===== src/rtl/irq_ctrl_pkg.sv =====
package irq_ctrl_pkg;
  typedef enum logic [1:0] {
    PIN_IDLE   = 2'd0,
    PIN_ASSERT = 2'd1,
    PIN_RELAX  = 2'd2,
    PIN_HOLD   = 2'd3
  } pin_state_e;
endpackage


===== src/rtl/irq_status_reg.sv =====
module irq_status_reg #(
  parameter int N_EVT = 8
) (
  input  logic             clk,
  input  logic             rst_n,
  input  logic [N_EVT-1:0] evt_i,
  input  logic [N_EVT-1:0] mask_i,
  input  logic             rd_i,
  output logic [N_EVT-1:0] status_o,
  output logic             pending_o
);
  logic [N_EVT-1:0] status_q, status_d;

  // Clear on read; an event on the clearing edge wins
  always_comb begin
    status_d = rd_i ? '0 : status_q;
    status_d = status_d | evt_i;
  end

  always_ff @(posedge clk or negedge rst_n) begin
    if (!rst_n) status_q <= '0;
    else        status_q <= status_d;
  end

  assign status_o  = status_q;
  assign pending_o = |(status_q & ~mask_i);

  // bits never drop without a read
  p_sticky_r2: assert property (@(posedge clk) disable iff (!rst_n)
    !rd_i |=> ((status_q & $past(status_q)) == $past(status_q)));
  // every event bit is present after the edge, read or not
  p_event_kept_r3: assert property (@(posedge clk) disable iff (!rst_n)
    (evt_i != '0) |=> ((status_q & $past(evt_i)) == $past(evt_i)));
  // read with no event empties the status
  p_clear_on_read_r3: assert property (@(posedge clk) disable iff (!rst_n)
    (rd_i && evt_i == '0) |=> (status_q == '0));
endmodule


===== src/rtl/irq_scheme_reg.sv =====
module irq_scheme_reg (
  input  logic clk,
  input  logic rst_n,
  input  logic wr_i,
  input  logic wdata_i,
  input  logic trigger_i,
  output logic scheme_o
);
  logic scheme_q, scheme_d, scheme_en;

  assign scheme_en = wr_i && !trigger_i;

  always_comb begin
    scheme_d = scheme_q;
    if (scheme_en) scheme_d = wdata_i;
  end

  always_ff @(posedge clk or negedge rst_n) begin
    if (!rst_n) scheme_q <= 1'b0;
    else        scheme_q <= scheme_d;
  end

  assign scheme_o = scheme_q;

  // a running trigger freezes the scheme bit
  p_locked_scheme_r11: assert property (@(posedge clk) disable iff (!rst_n)
    trigger_i |=> $stable(scheme_q));
endmodule


===== src/rtl/irq_pin_fsm.sv =====
module irq_pin_fsm
  import irq_ctrl_pkg::*;
#(
  parameter int ACT_CYC   = 4,
  parameter int INACT_CYC = 6,
  parameter int IDLE_CYC  = 5
) (
  input  logic clk,
  input  logic rst_n,
  input  logic pending_i,
  input  logic rd_i,
  input  logic scheme_i,
  output logic irq_n_o
);
  localparam int MAX_CYC = (ACT_CYC > INACT_CYC) ?
                           ((ACT_CYC > IDLE_CYC) ? ACT_CYC : IDLE_CYC) :
                           ((INACT_CYC > IDLE_CYC) ? INACT_CYC : IDLE_CYC);
  localparam int CW = $clog2(MAX_CYC + 1);
  localparam logic [CW-1:0] ACT_LD   = CW'(ACT_CYC - 1);
  localparam logic [CW-1:0] INACT_LD = CW'(INACT_CYC - 1);
  localparam logic [CW-1:0] IDLE_LD  = CW'(IDLE_CYC - 1);

  pin_state_e    state_q, state_d;
  logic [CW-1:0] cnt_q, cnt_d;
  logic          irq_n_q, irq_n_d;
  logic          cnt_zero;

  assign cnt_zero = (cnt_q == '0);

  always_comb begin
    state_d = state_q;
    cnt_d   = cnt_zero ? cnt_q : cnt_q - 1'b1;
    if (rd_i && (pending_i || state_q != PIN_IDLE)) begin
      state_d = PIN_HOLD;
      if (state_q != PIN_HOLD) cnt_d = IDLE_LD;
    end else begin
      unique case (state_q)
        PIN_IDLE: if (pending_i) begin
          state_d = PIN_ASSERT;
          cnt_d   = ACT_LD;
        end
        PIN_ASSERT: if (scheme_i && cnt_zero) begin
          state_d = PIN_RELAX;
          cnt_d   = INACT_LD;
        end
        PIN_RELAX: if (cnt_zero) begin
          state_d = pending_i ? PIN_ASSERT : PIN_IDLE;
          cnt_d   = ACT_LD;
        end
        PIN_HOLD: if (cnt_zero) begin
          state_d = pending_i ? PIN_ASSERT : PIN_IDLE;
          cnt_d   = ACT_LD;
        end
        default: state_d = PIN_IDLE;
      endcase
    end
    irq_n_d = (state_d != PIN_ASSERT);
  end

  always_ff @(posedge clk or negedge rst_n) begin
    if (!rst_n) begin
      state_q <= PIN_IDLE;
      cnt_q   <= '0;
      irq_n_q <= 1'b1;
    end else begin
      state_q <= state_d;
      cnt_q   <= cnt_d;
      irq_n_q <= irq_n_d;
    end
  end

  assign irq_n_o = irq_n_q;

  // line is high throughout the hold-off window
  p_hold_high_r9: assert property (@(posedge clk) disable iff (!rst_n)
    (state_q == PIN_HOLD) |-> irq_n_q);
  // a read of a low line releases it on that edge
  p_read_release_r6: assert property (@(posedge clk) disable iff (!rst_n)
    (rd_i && !irq_n_q) |=> irq_n_q);
  // nothing pending from idle keeps the line high
  p_quiet_high_r4: assert property (@(posedge clk) disable iff (!rst_n)
    (state_q == PIN_IDLE && !pending_i) |=> irq_n_q);
  // static scheme holds the line low until a read
  p_static_hold_r5: assert property (@(posedge clk) disable iff (!rst_n)
    (!scheme_i && !irq_n_q && !rd_i) |=> !irq_n_q);
endmodule


===== src/rtl/irq_status_pin_ctrl.sv =====
module irq_status_pin_ctrl #(
  parameter int N_EVT     = 8,
  parameter int ACT_CYC   = 4,
  parameter int INACT_CYC = 6,
  parameter int IDLE_CYC  = 5
) (
  input  logic             clk,
  input  logic             rst_n,
  input  logic [N_EVT-1:0] evt_i,
  input  logic [N_EVT-1:0] mask_i,
  input  logic             rd_strobe_i,
  input  logic             scheme_wr_i,
  input  logic             scheme_wdata_i,
  input  logic             trigger_i,
  output logic             scheme_o,
  output logic [N_EVT-1:0] status_o,
  output logic             irq_n_o
);
  logic pending;
  logic scheme;

  irq_status_reg #(.N_EVT(N_EVT)) u_status (
    .clk       (clk),
    .rst_n     (rst_n),
    .evt_i     (evt_i),
    .mask_i    (mask_i),
    .rd_i      (rd_strobe_i),
    .status_o  (status_o),
    .pending_o (pending)
  );

  irq_scheme_reg u_scheme (
    .clk       (clk),
    .rst_n     (rst_n),
    .wr_i      (scheme_wr_i),
    .wdata_i   (scheme_wdata_i),
    .trigger_i (trigger_i),
    .scheme_o  (scheme)
  );

  irq_pin_fsm #(
    .ACT_CYC   (ACT_CYC),
    .INACT_CYC (INACT_CYC),
    .IDLE_CYC  (IDLE_CYC)
  ) u_pin (
    .clk       (clk),
    .rst_n     (rst_n),
    .pending_i (pending),
    .rd_i      (rd_strobe_i),
    .scheme_i  (scheme),
    .irq_n_o   (irq_n_o)
  );

  assign scheme_o = scheme;
endmodule


===== config.mk =====
export PLATFORM = sky130hd
export DESIGN_NAME = irq_status_pin_ctrl
export DESIGN_NICKNAME = d
export VERILOG_FILES = /design/src/rtl/irq_ctrl_pkg.sv /design/src/rtl/irq_status_reg.sv /design/src/rtl/irq_scheme_reg.sv /design/src/rtl/irq_pin_fsm.sv /design/src/rtl/irq_status_pin_ctrl.sv
export SDC_FILE = /design/constraint.sdc
export NUM_CORES = 1
export LEC_CHECK = 0
export BUFFER_PORTS_ARGS = -buffer_cell sky130_fd_sc_hd__clkbuf_2
export CORE_MARGIN = 2
export CORE_UTILIZATION = 40
export DETAILED_ROUTE_END_ITERATION = 8
export GPL_ROUTABILITY_DRIVEN = 0
export HOLD_SLACK_MARGIN = 0.02
export PLACE_DENSITY = 0.77
export SETUP_SLACK_MARGIN = 0.5
export SLEW_MARGIN = 20
export SYNTH_ARGS = -nofsm -noshare
export SYNTH_HDL_FRONTEND = slang
export SYNTH_HIERARCHICAL = 1
export SYNTH_SLANG_ARGS = --single-unit

===== constraint.sdc =====
create_clock -name clk -period 1.7 [get_ports clk]
set_input_delay 0 -clock clk [delete_from_list [all_inputs] [get_ports clk]]
set_output_delay 0 -clock clk [all_outputs]
set_load 0.005 [all_outputs]

# Word level (Yosys, flattened, before mapping)
# Index checks and enable logic that the tools add are counted.
dict set report word_totals {
  regBits 15
  latch_bits 0
  ramBits 0
  rom_bits 0
  in_bits 22
  out_inout_bits 10
  word_cells 38
  memories 0
}
dict set report classes {
  add_sub_neg 1
  mul 0
  div 0
  n_lt_le_gt_ge 0
  eq_ne 5
  shift 0
  mux 14
  bitwise 3
  reduce_logical 10
}
# cell n
set ops {}
lappend ops {{$mux W3} 6}
lappend ops {{$pmux W3 S3} 1}
lappend ops {{$and A8 B8 Y8} 1}
lappend ops {{$mux W2} 4}
lappend ops {{$mux W8} 1}
lappend ops {{$not A8 Y8} 1}
lappend ops {{$or A8 B8 Y8} 1}
lappend ops {{$reduce_or A8 Y1} 1}
lappend ops {{$pmux W2 S3} 1}
lappend ops {{$eq A2 B2 Y1 const B} 2}
lappend ops {{$logic_and A1 B1 Y1} 3}
lappend ops {{$logic_not A3 Y1} 1}
lappend ops {{$sub A3 B1 Y3 const B} 1}
lappend ops {{$eq A2 B1 Y1 const B} 1}
lappend ops {{$logic_not A2 Y1} 1}
lappend ops {{$ne A2 B1 Y1 const B} 1}
lappend ops {{$ne A2 B2 Y1 const B} 1}
lappend ops {{$reduce_bool A2 Y1} 1}
lappend ops {{$reduce_or A2 Y1} 1}
lappend ops {{$logic_not A1 Y1} 1}
lappend ops {{$logic_or A1 B1 Y1} 1}
lappend ops {{$mux W1} 1}

# Longest topological paths before layout
# Gate-level depths: netlist (run 1).
dict set report depth {
  ltp_word 8
  depth_mapped 7
  ltp_nobuf 7
}

# By module
# The synthesis (run 1) kept the hierarchy.
# module instances cells_each area_each_um2 seq_area_each_um2
set modules_own_cells {}
lappend modules_own_cells {irq_pin_fsm 1 42 379.1 151.4}
lappend modules_own_cells {irq_status_reg 1 30 327.8 200.2}
lappend modules_own_cells {irq_scheme_reg 1 3 53.8 25.0}

# Worst setup path before layout (run 1)
# No wires, ideal clock.
dict set report synth_path {
  kind {reg-to-reg}
  start {register u_status.status_q[6], in the netlist u_status/status_o[6]}
  end {register u_pin.cnt_q[1]}
  setup_time_ns 0.076
  arrival_time_ns 1.645
  required_time_ns 1.624
  setup_slack_ns -0.021
  stages_incl_launch_ff 8
  path_buffers 0
  synth_period_minus_slack_ns 1.721
  cell_sequence {dfrtp_1 -> inv_1 -> o22ai_1 -> or4_1 -> nor3_1 -> nand2b_1 -> a21oi_1 -> o21ai_1}
}
dict set report synth_via {
  elab_chain_len 5
  elab_cells_between_ends 7
  classes_between {mux: 3; bitwise: 1; reduce/logical: 3}
}
# element line_no
set synth_rtl {}
lappend synth_rtl {{start: declaration} irq_status_reg.sv:12} ;# logic [N_EVT-1:0] status_q, status_d;
lappend synth_rtl {{start signal: assignment} irq_status_reg.sv:22} ;# else status_q <= status_d;
lappend synth_rtl {{$and A8 B8 Y8 (*)} irq_status_reg.sv:26} ;# assign pending_o = |(status_q & ~mask_i);
lappend synth_rtl {{$reduce_or A8 Y1 (*)} irq_status_reg.sv:26}
lappend synth_rtl {{net pending} irq_status_pin_ctrl.sv:19} ;# logic pending;
lappend synth_rtl {{$mux W3 or $logic_or A1 B1 Y1 (tied branches)} {irq_pin_fsm.sv:38, irq_pin_fsm.sv:33}}
lappend synth_rtl {{$pmux W3 S3 or $logic_and A1 B1 Y1 (tied branches)} {irq_pin_fsm.sv:37, irq_pin_fsm.sv:33}}
lappend synth_rtl {{$mux W3 (*)} irq_pin_fsm.sv:33} ;# if (rd_i && (pending_i || state_q != PIN_IDLE)) begin
lappend synth_rtl {{net u_pin.cnt_d[1]} irq_pin_fsm.sv:24} ;# logic [CW-1:0] cnt_q, cnt_d;
lappend synth_rtl {{end signal: assignment} irq_pin_fsm.sv:67} ;# cnt_q <= cnt_d;
lappend synth_rtl {{end: declaration} irq_pin_fsm.sv:24}
# Mark *: on every way through the listed nets, which the timed path passes. The rest lies on a longest branch.
# A chain may end at the register's enable or synchronous reset.

# Worst setup path after layout (run 1)
dict set report layout_path {
  start {register u_status.status_q[0], in the netlist u_status/status_o[0]}
  end {register u_pin.cnt_q[0]}
}
# The elaborated chain is that of the path after synthesis.

==> metrics.md, run 1 <==
| Metric | Value |
|---|---|
| Status | complete, no violations |
| Post-layout min period | roughly 1.7 ns |
| Layout cells sized above 1 | 43.7% |
| Final wirelength | roughly 2100 µm |
| Sequential share of the synthesized area | about half |
| CTS tree | yes |
| CTS Buffer Depth | 2 |
| Row cnt | 15 |
| Pwr Density | roughly 980 mW/mm² |
| # nets final | 151 |
| Critical Path RT | 1.88 ns |
| Dpl hpwl | about 1200 µm |
| Slew Viols, Final | 0 |
| Core area | between 0.0015 and 0.002 mm² |
| H-tree lvl count | 1 |
| DR iter-0 viols | 11 |
| Arrival @ worst endpoint | ~1.9 ns |
| Max cap viols | 0 |
| CTS Root Cell | clkbuf_4 |
| Insertion delay to the later sink of the worst-skew pair | 0.28 ns |
| Antenna fix cells | 0 |
| Ys Warns | 6 |
| Pre-CTS setup slack | approximately 0.017 ns |
| Cell count after synthesis | 75 |
| DR vias/cell | between 5 and 6 |
| Top delay family on crit path | simple AND/OR/NAND/NOR gates |
| Setup Viol. Count Final | 0 |
| Worst clock skew | around 0.0061 ns |
| Seq cells post-synth | 15 |
| Unique masters post-synth | 28 |
| Post-layout util | about two thirds |
| CTS Buf Count | 3 |
| Lkg Pwr | 0.622 nW |
| Least-Margin Pin Slew | 0.372 ns |
| Synth Area per Inst | 10.1 µm² |
| Clock slew at reported path FFs | 0.09 ns |
| Area Growth Syn to Fin | 52.8% |
| Initial DRT Pass Iterations | 4 |
| Initial Utilization | 43.1% |
| Crit Path Class | reg2reg |
| Final Hold Viols | 0 |
| FMAX | 593 MHz |
| Die width | 47.6 µm |
| First-pass GRT wire length | 3190 µm |
| Min-delay worst type | in2reg |
| Remaining antenna violation count after routing | 0 |
| CP startpoint kind | flop |
| TNS Setup | 0 ns |
| CP Capture Type | flop |
| DIE HEIGHT | between 40 and 50 µm |
| Die ar. | 0.00227 mm² |
| Worst rel slew slack | between 70 and 80% |
| Syn Std Cell Area | 761 µm² |
| Maximum VDD drop | 0.000585 V |
| Sink Count | 15 |
| Total track usage | 20.9% |
| Tcrit/Tclk final | about 100% |
| Vias | 787 |
| Drt drc | 0 |
| RSZ-0062 raised after global routing | yes |
| Vias in the first global route | 773 |
| Wirelength per Cell | 13.8 µm |
| Max incr delay on CP | ~0.58 ns |
| Synth Net Count | 99 |
| Critical-path cell list | inv_1 -> o22ai_1 -> or4_4 -> a22o_1 -> nor3b_2 -> nor2_1 |
| Largest net degree at the start of global routing | 16 |
| Overflow after GRT | 0 |
| Slack of the critical path | 0.0140 ns |
| Antenna violations before repair | 0 |
| Worst Path Buf+Inv | 1 |
| Slowest-stage cell, CP | or4_4 |
| Num ports | 32 |
| Port bufs | 31 |
| CP max FO | 3 |
==> report_power, final <==
group,switching [mW],leakage (nW),internal (mW)
registers,0.0624,0.161,0.427
clock network,0.111,0.0150,0.0911
logic,0.222,0.446,0.226
total,0.395,0.622,0.744
==> stage by stage <==
stage	instance area (µm²)	total power [mW]	instances	hold slack, ns
floorplan	782	0.776	75	-0.296
global placement	968	0.878	131	-0.0715
detailed placement	968	0.892	131	-0.0694
CTS	1140	1.13	150	0.0287
global route	1160	1.22	151	0.0523
finish	1160	1.14	151	0.0445
==> worst register-to-register path, cell delays in order (launching register included) <==
cell and delay [ns]:
dfrtp_1 0.40, inv_1 0.06, o22ai_1 0.08, or4_4 0.58, a22o_1 0.23, nor3b_2 0.17, nor2_1 0.06
==> cell usage in the layout (no fill, tap or decap) <==
cell type / instances
o2111ai_1: 1
nor3b_2: 1
a22o_1: 1
and3_1: 1
buf_4: 6
o22ai_1: 2
o21ai_0: 3
nor2_1: 3
clkbuf_2: 31
clkbuf_1: 1
clkbuf_4: 3
nor3_4: 1
a21oi_1: 3
dfrtp_1: 14
nor2b_2: 1
dfstp_2: 1
nand2_1: 4
xnor2_1: 1
mux2i_1: 1
nor2b_4: 2
nand3_1: 1
a21o_1: 8
o22ai_2: 2
a21o_2: 1
nand2b_4: 1
a31oi_1: 1
nand2b_1: 1
a21oi_2: 1
nand3_2: 1
nor2_2: 1
ha_1: 2
dlygate4sd3_1: 10
o21ai_1: 1
mux2_4: 1
inv_1: 12
or4_4: 1
==> layout make-up <==
class	instances	area [µm²]
inverters	12	45.0
repair buffers	47	300
multi-input cells	48	383
clock buffers	4	26.3
fillers	132	602
flip-flops and latches	15	377
well taps	25	31.3
==> worst paths after layout <==
| path | cells past startpoint | endpoint | slack [ns] | startpoint |
|---|---|---|---|---|
| setup reg to reg | 6 | u_pin/cnt_q[0] | 0.01 | u_status/status_o[0] |
| hold reg to reg | 1 | u_status/status_o[7] | 0.52 | u_status/status_o[7] |
| max in group asynchronous | 2 | u_pin/irq_n_o | 1.22 | rst_n |
| hold / removal | 3 | u_pin/state_q[1] | 0.04 | rd_strobe_i |
| setup / recovery | 6 | u_pin/cnt_q[0] | 0.01 | u_status/status_o[0] |
| min in group asynchronous | 2 | u_status/status_o[1] | 0.18 | rst_n |
==> sequential cells by signal (all words and copies together) (netlist names) <==
| name | flops |
|---|---|
| u_status/status_o | 8 |
| u_pin/irq_n_o | 1 |
| u_pin/state_q | 2 |
| u_pin/cnt_q | 3 |
| u_scheme/scheme_o | 1 |
==> cell families after synthesis <==
kind of cell / Yosys count / synth area share (%)
buffers and inverters: 12 / 5.92
DFF: 15 / 49.5
muxes: 2 / 3.29
AOI/OAI and AO/OA: 24 / 20.7
adders and majority gates: 2 / 3.29
xor gates and xnor gates: 1 / 1.15
and+or+nand+nor: 19 / 16.1
==> synthesized netlist by cell type <==
master / instances / area, µm²
dfrtp_1: 14 / 350
inv_1: 12 / 45.0
a21o_1: 8 / 60.1
a21oi_1: 4 / 20.0
nand2_1: 4 / 15.0
o22ai_1: 4 / 25.0
nor2_1: 3 / 11.3
o21ai_0: 3 / 15.0
ha_1: 2 / 25.0
nand2b_1: 2 / 12.5
nor2b_4: 2 / 27.5
a21o_2: 1 / 8.76
a22o_1: 1 / 8.76
a31oi_1: 1 / 6.26
and3_1: 1 / 6.26
dfstp_2: 1 / 26.3
mux2_4: 1 / 15.0
mux2i_1: 1 / 10.0
nand3_1: 1 / 5.00
nand3_2: 1 / 10.0
nor2_2: 1 / 6.26
nor2b_2: 1 / 8.76
nor3_1: 1 / 5.00
nor3b_1: 1 / 7.51
o2111ai_1: 1 / 8.76
o21ai_1: 1 / 5.00
or4_1: 1 / 7.51
xnor2_1: 1 / 8.76
==> layer usage <==
layer | GRT usage [%] | vias to the layer above | wire length (µm)
li1 | - | 362 | -
met1 | 22.4 | 381 | 759
met2 | 36.2 | 38 | 1140
met3 | 7.17 | 6 | 156
met4 | 10.8 | 0 | 31
met5 | 0 | - | 0
==> timing repair <==
item | 4_1_cts | 5_1_grt
hold endpoints to repair | 24 | 0
pin swaps | 2 | 3
resized for setup | 1 | 3
setup buffers | 5 | 1
hold buffers | 10 | 0
endpoints found under the setup margin | 6 | 6
Note: power is estimated with default switching activity, not from simulation.
==> inputs of run 2 (changes only) <==
Settings changed: PLACE_DENSITY 0.77 to 0.75.
Clock period 1.7 ns to 1.8 ns, I/O delays scaled along.
==> metrics.md, run 2 (same netlist as run 1, synthesis figures left out) <==
| Metric | Value |
|---|---|
| Status | complete, no violations |
| Die ar. | 0.00227 mm² (unchanged) |
| Least-Margin Pin Slew | 0.380 ns (+0.00813 ns) |
| CP startpoint kind | flop |
| CTS tree | yes |
| Min-delay worst type | in2reg |
| First-pass GRT wire length | 2950 µm (-7.3%) |
| CP max FO | 4 (+1) |
| CTS Root Cell | clkbuf_4 |
| Lkg Pwr | 0.622 nW (about the same) |
| Antenna violations before repair | 0 (unchanged) |
| Pwr Density | 922 mW/mm² (-5.9%) |
| Remaining antenna violation count after routing | 0 (unchanged) |
| Crit Path Class | reg2reg |
| Tcrit/Tclk final | 94.3% (-4.9 points) |
| DR vias/cell | 5.02 (-3.7%) |
| Max cap viols | 0 (unchanged) |
| Area Growth Syn to Fin | 54.1% |
| Worst rel slew slack | 74.7% (-0.54 points) |
| Layout cells sized above 1 | 45.2% (+1.6 points) |
| Port bufs | 31 (unchanged) |
| Critical-path cell list | inv_2 -> o22ai_2 -> or4_4 -> nor3_4 -> nand2b_4 -> a21oi_1 -> o21ai_1 |
| Die width | 47.6 µm (unchanged) |
| Max reg flops | 8 (unchanged) |
| TNS Setup | 0 ns (unchanged) |
| Critical Path RT | 2.01 ns (+0.13 ns) |
| Wirelength per Cell | 12.7 µm (-8.2%) |
| Slew Viols, Final | 0 (unchanged) |
| Overflow after GRT | 0 (unchanged) |
| Clock slew at reported path FFs | 0.09 ns (about the same) |
| # nets final | 151 (unchanged) |
| Area after DPL | 968 µm² (unchanged) |
| Largest net degree at the start of global routing | 16 (unchanged) |
| FMAX | 589 MHz (-0.67%) |
| Row cnt | 15 (unchanged) |
| DIE HEIGHT | 47.6 µm (unchanged) |
| Insertion delay to the later sink of the worst-skew pair | 0.28 ns (about the same) |
| Sink Count | 15 (unchanged) |
| Antenna fix cells | 0 (unchanged) |
| CTS Buffer Depth | 2 (unchanged) |
| Maximum VDD drop | 0.000684 V (+17%) |
| Initial Utilization | 43.1% (unchanged) |
| Total track usage | 18.8% (-2.1 points) |
| Initial DRT Pass Iterations | 5 (+1) |
| Post-Layout Inst Area | 0.00117 mm² (+0.86%) |
| Final wirelength | 1910 µm (-8.2%) |
| Vias in the first global route | 779 (+0.78%) |
| Pre-CTS setup slack | 0.124 ns (+0.107 ns) |
| CTS Buf Count | 3 (unchanged) |
| Worst clock skew | 0.00273 ns (-0.00339 ns) |
| Arrival @ worst endpoint | 1.90 ns (+0.04 ns) |
| Core area | 0.00176 mm² (unchanged) |
| Setup Viol. Count Final | 0 (unchanged) |
| Vias | 758 (-3.7%) |
| Drt drc | 0 (unchanged) |
| Post-layout min period | 1.70 ns (+0.0113 ns) |
| Dpl hpwl | 1310 µm (+7.6%) |
| Max incr delay on CP | 0.58 ns (about the same) |
| Num ports | 32 (unchanged) |
| CP Capture Type | flop |
| Slack of the critical path | 0.103 ns (+0.0887 ns) |
| DR iter-0 viols | 19 (+8) |
| Most common cell after layout, fill and taps aside | clkbuf_2 |
| Final Hold Viols | 0 (unchanged) |
| Slowest-stage cell, CP | or4_4 |
| Filler cells | 143 (+8.3%) |
| H-tree lvl count | 1 (unchanged) |
| RSZ-0062 raised after global routing | yes |
| Commonest cells after routing, fill and taps aside | clkbuf_2 (31), dfrtp_1 (14), inv_1 (11) |
==> run 2: cell counts in the layout (fill, tap and decap cells not counted) <==
Identical to the previous run, type by type.
==> run 2: layout make-up <==
type / instances / area [µm²] / area share [%]
Sequential cell: 15 / 377 / 32.1
Inverter: 12 / 45.0 / 3.84
Tap cell: 25 / 31.3 / 2.67
Timing Repair Buffer: 47 / 304 / 25.9
Multi-Input combinational cell: 48 / 389 / 33.2
Clock buffer: 4 / 26.3 / 2.24
==> run 2: final timing paths <==
path,startpoint,end,slack (ns),cells after the start
worst max-delay path,u_status/status_o[0],u_pin/cnt_q[1],0.10,7
worst min-delay path,rd_strobe_i,u_pin/state_q[1],0.08,3
worst max register to register,u_status/status_o[0],u_pin/cnt_q[1],0.10,7
worst min register to register,u_status/status_o[7],u_status/status_o[7],0.52,1
max in group asynchronous,rst_n,u_pin/irq_n_o,1.31,2
min in group asynchronous,rst_n,u_status/status_o[1],0.18,2
==> run 2: power by group <==
part / internal (mW) / switching [mW] / leakage [nW]
Clock: 0.0858 / 0.102 / 0.0150
Sequential: 0.403 / 0.0572 / 0.161
Combinational: 0.220 / 0.213 / 0.446
==> run 2: metal layers <==
layer,up-vias,global-route usage [%],share of wire (%)
li1,361,-,-
met1,361,20.6,41
met2,32,34.6,52
met3,4,4.53,4.7
met4,0,7.57,1.6
met5,-,0,0
==> run 2: what timing repair did <==
| item | CTS | global route |
|---|---|---|
| setup buffers | 5 | 1 |
| resized for setup | 4 | 4 |
| hold buffers | 10 | 0 |
| pin swaps | 3 | 2 |
| setup endpoints to repair | 6 | 6 |
| endpoints found under the hold margin | 24 | 0 |
==> run 2: through the flow <==
step | hold slack [ns] | util (%) | total power, mW | instances
finish | 0.0828 | 66.5 | 1.08 | 151
CTS | 0.0497 | 65.2 | 1.07 | 150
floorplan | -0.296 | - | 0.733 | 75
global placement | -0.0721 | 54.9 | 0.829 | 131
global route | 0.0769 | 66.5 | 1.15 | 151
detailed placement | -0.0705 | 54.9 | 0.843 | 131
==> run 2: critical path: cells and delay by family, from the launching register on <==
kind	cells	cell delay, ns
compound gates	3	0.26
buf+inv	1	0.07
flops	1	0.40
simple gates	3	0.90
==> inputs of run 3 (changes only) <==
Settings changed: HOLD_SLACK_MARGIN 0.02 to 0.08.
Clock period 1.8 ns to 1.9 ns, I/O delays scaled along.
==> metrics.md, run 3 (same netlist as run 1, synthesis figures left out) <==
| Metric | Value |
|---|---|
| Antenna violations before repair | 0 (unchanged) |
| Vias | 758 (unchanged) |
| Critical Path RT | 2.06 ns (+0.05 ns) |
| Antenna fix cells | 0 (unchanged) |
| Area occupied by multi-input gates | 394 µm² (+1.3%) |
| Setup Viol. Count Final | 0 (unchanged) |
| Num ports | 32 (unchanged) |
| Port bufs | 31 (unchanged) |
| Dpl hpwl | 1240 µm (-5.2%) |
| Commonest cells after routing, fill and taps aside | clkbuf_2 (31), dlygate4sd3_1 (14), dfrtp_1 (14) |
| Storage cell area | 377 µm² (unchanged) |
| Reg2Reg Setup Slack | 0.20 ns (+0.09 ns) |
| Placed cell count | 131 (unchanged) |
| Area after DPL | 968 µm² (unchanged) |
| Max cap viols | 0 (unchanged) |
| TNS Setup | 0 ns (unchanged) |
| Post-layout min period | 1.70 ns (+0.00563 ns) |
| Clock slew at reported path FFs | 0.08 ns (about the same) |
| CP startpoint kind | flop |
| Crit Path Class | reg2reg |
| Row cnt | 15 (unchanged) |
| RSZ-0062 raised after global routing | yes |
| Most common cell after layout, fill and taps aside | clkbuf_2 |
| Initial Utilization | 43.1% (unchanged) |
| Post-Layout Inst Area | 0.00125 mm² (+6.4%) |
| Min-delay worst type | in2async |
| DIE HEIGHT | 47.6 µm (unchanged) |
| H-tree lvl count | 1 (unchanged) |
| Least-Margin Pin Slew | 0.370 ns (-0.00987 ns) |
| Total track usage | 20.4% (+1.6 points) |
| Final wirelength | 2170 µm (+13%) |
| Comb power frac | 41.6% (+1.6 points) |
| CTS Buffer Depth | 2 (unchanged) |
| Slew Viols, Final | 0 (unchanged) |
| Sink Count | 15 (unchanged) |
| Vias in the first global route | 725 (-6.9%) |
| Maximum VDD drop | 0.000693 V (+1.4%) |
| CP max FO | 4 (unchanged) |
| CTS Buf Count | 3 (unchanged) |
| Pwr Density | 842 mW/mm² (-8.6%) |
| Layout cells sized above 1 | 46.3% (+1.0 points) |
| CTS Root Cell | clkbuf_4 |
| CP Capture Type | flop |
| Filler cells | 127 (-11%) |
| Largest net degree at the start of global routing | 16 (unchanged) |
| Share of power burned in the clock network | 16.4% (-1.0 points) |
| Arrival @ worst endpoint | 1.87 ns (-0.03 ns) |
| Final Hold Viols | 0 (unchanged) |
| Status | complete, no violations |
| Design internal power | 0.690 mW (-2.7%) |
| CTS tree | yes |
| DR vias/cell | 4.77 (-5.0%) |
| Worst clock skew | 0.00243 ns (-0.000302 ns) |
| Overflow after GRT | 0 (unchanged) |
| Worst rel slew slack | 75.3% (+0.66 points) |
| # nets final | 159 (+5.3%) |
| Core area | 0.00176 mm² (unchanged) |
| Sw Share | 34.4% (-0.066 points) |
| Max reg flops | 8 (unchanged) |
| Tcrit/Tclk final | 89.6% (-4.7 points) |
| Area Growth Syn to Fin | 64.0% |
| Die width | 47.6 µm (unchanged) |
| Insertion delay to the later sink of the worst-skew pair | 0.27 ns (about the same) |
| Non-Filler Instances | 159 (+5.3%) |
| Drt drc | 0 (unchanged) |
| Remaining antenna violation count after routing | 0 (unchanged) |
| Seq pwr share | 41.9% (-0.7 points) |
| Worst Reg-to-Reg Cells | 6 (-1) |
| Lkg Pwr | 0.659 nW (+5.9%) |
| Hold Slack | 0.176 ns (+0.0929 ns) |
| Wirelength per Cell | 13.6 µm (+7.6%) |
| FMAX | 587 MHz (-0.33%) |
| Post-layout util | 70.7% (+4.3 points) |
| First-pass GRT wire length | 3100 µm (+4.9%) |
| NetSw | 0.361 mW (-3.0%) |
| Die ar. | 0.00227 mm² (unchanged) |
| DR iter-0 viols | 6 (-13) |
| Initial DRT Pass Iterations | 4 (-1) |
## run 3: final cells by class
cell class	instances	area share, %
multi-input combinational	48	31.6
clock buffer	4	2.11
sequential	15	30.2
inverter	12	3.61
timing repair buffer	55	30.0
tap	25	2.51
## run 3: path summary, 6_finish.rpt
| check | from | end |
|---|---|---|
| hold / removal | rst_n | u_status/status_o[5] |
| setup reg to reg | u_status/status_o[4] | u_pin/cnt_q[0] |
| min in group clk | mask_i[5] | u_pin/cnt_q[2] |
| max in group asynchronous | rst_n | u_pin/irq_n_o |
| hold reg to reg | u_status/status_o[3] | u_status/status_o[3] |
| setup / recovery | u_status/status_o[4] | u_pin/cnt_q[0] |
## run 3: per-stage QoR
stage | total power [mW] | setup slack (ns)
after global placement | 0.786 | 0.271
after detailed placement | 0.808 | 0.222
after global routing | 1.13 | 0.108
final | 1.05 | 0.197
after CTS | 1.02 | 0.230
after floorplan | 0.694 | 0.329
## run 3: metal layers
layer / wire length [µm] / GRT usage [%] / share of wire (%)
met1: 902 / 24.0 / 42
met4: 20 / 10.3 / 0.92
met2: 1140 / 36.5 / 53
met3: 101 / 2.26 / 4.7
met5: 0 / 0 / 0
## run 3: what timing repair did
action                                  4_1_cts  5_1_grt
endpoints found under the setup margin        6        7
buffers inserted                              5        5
hold buffers                                 13        1
gates resized for setup                       3        6
pin swaps                                     6        3
hold endpoints to repair                     27        1
## run 3: worst max-delay path, stage by stage, from the launching register on
cell and delay, ns:
dfrtp_1 0.40, inv_1 0.08, o22ai_2 0.07, or4_4 0.58, a22o_1 0.24, nor3b_2 0.16, nor2_1 0.07
## run 3: power groups by stage
| stage | logic (mW) | clock network [mW] | registers [mW] |
|---|---|---|---|
| detailed placement | 0.363 | 0 | 0.445 |
| floorplan | 0.259 | 0 | 0.435 |
| global placement | 0.346 | 0 | 0.440 |
| CTS | 0.404 | 0.183 | 0.438 |
| finish | 0.437 | 0.173 | 0.441 |
| global route | 0.488 | 0.197 | 0.447 |
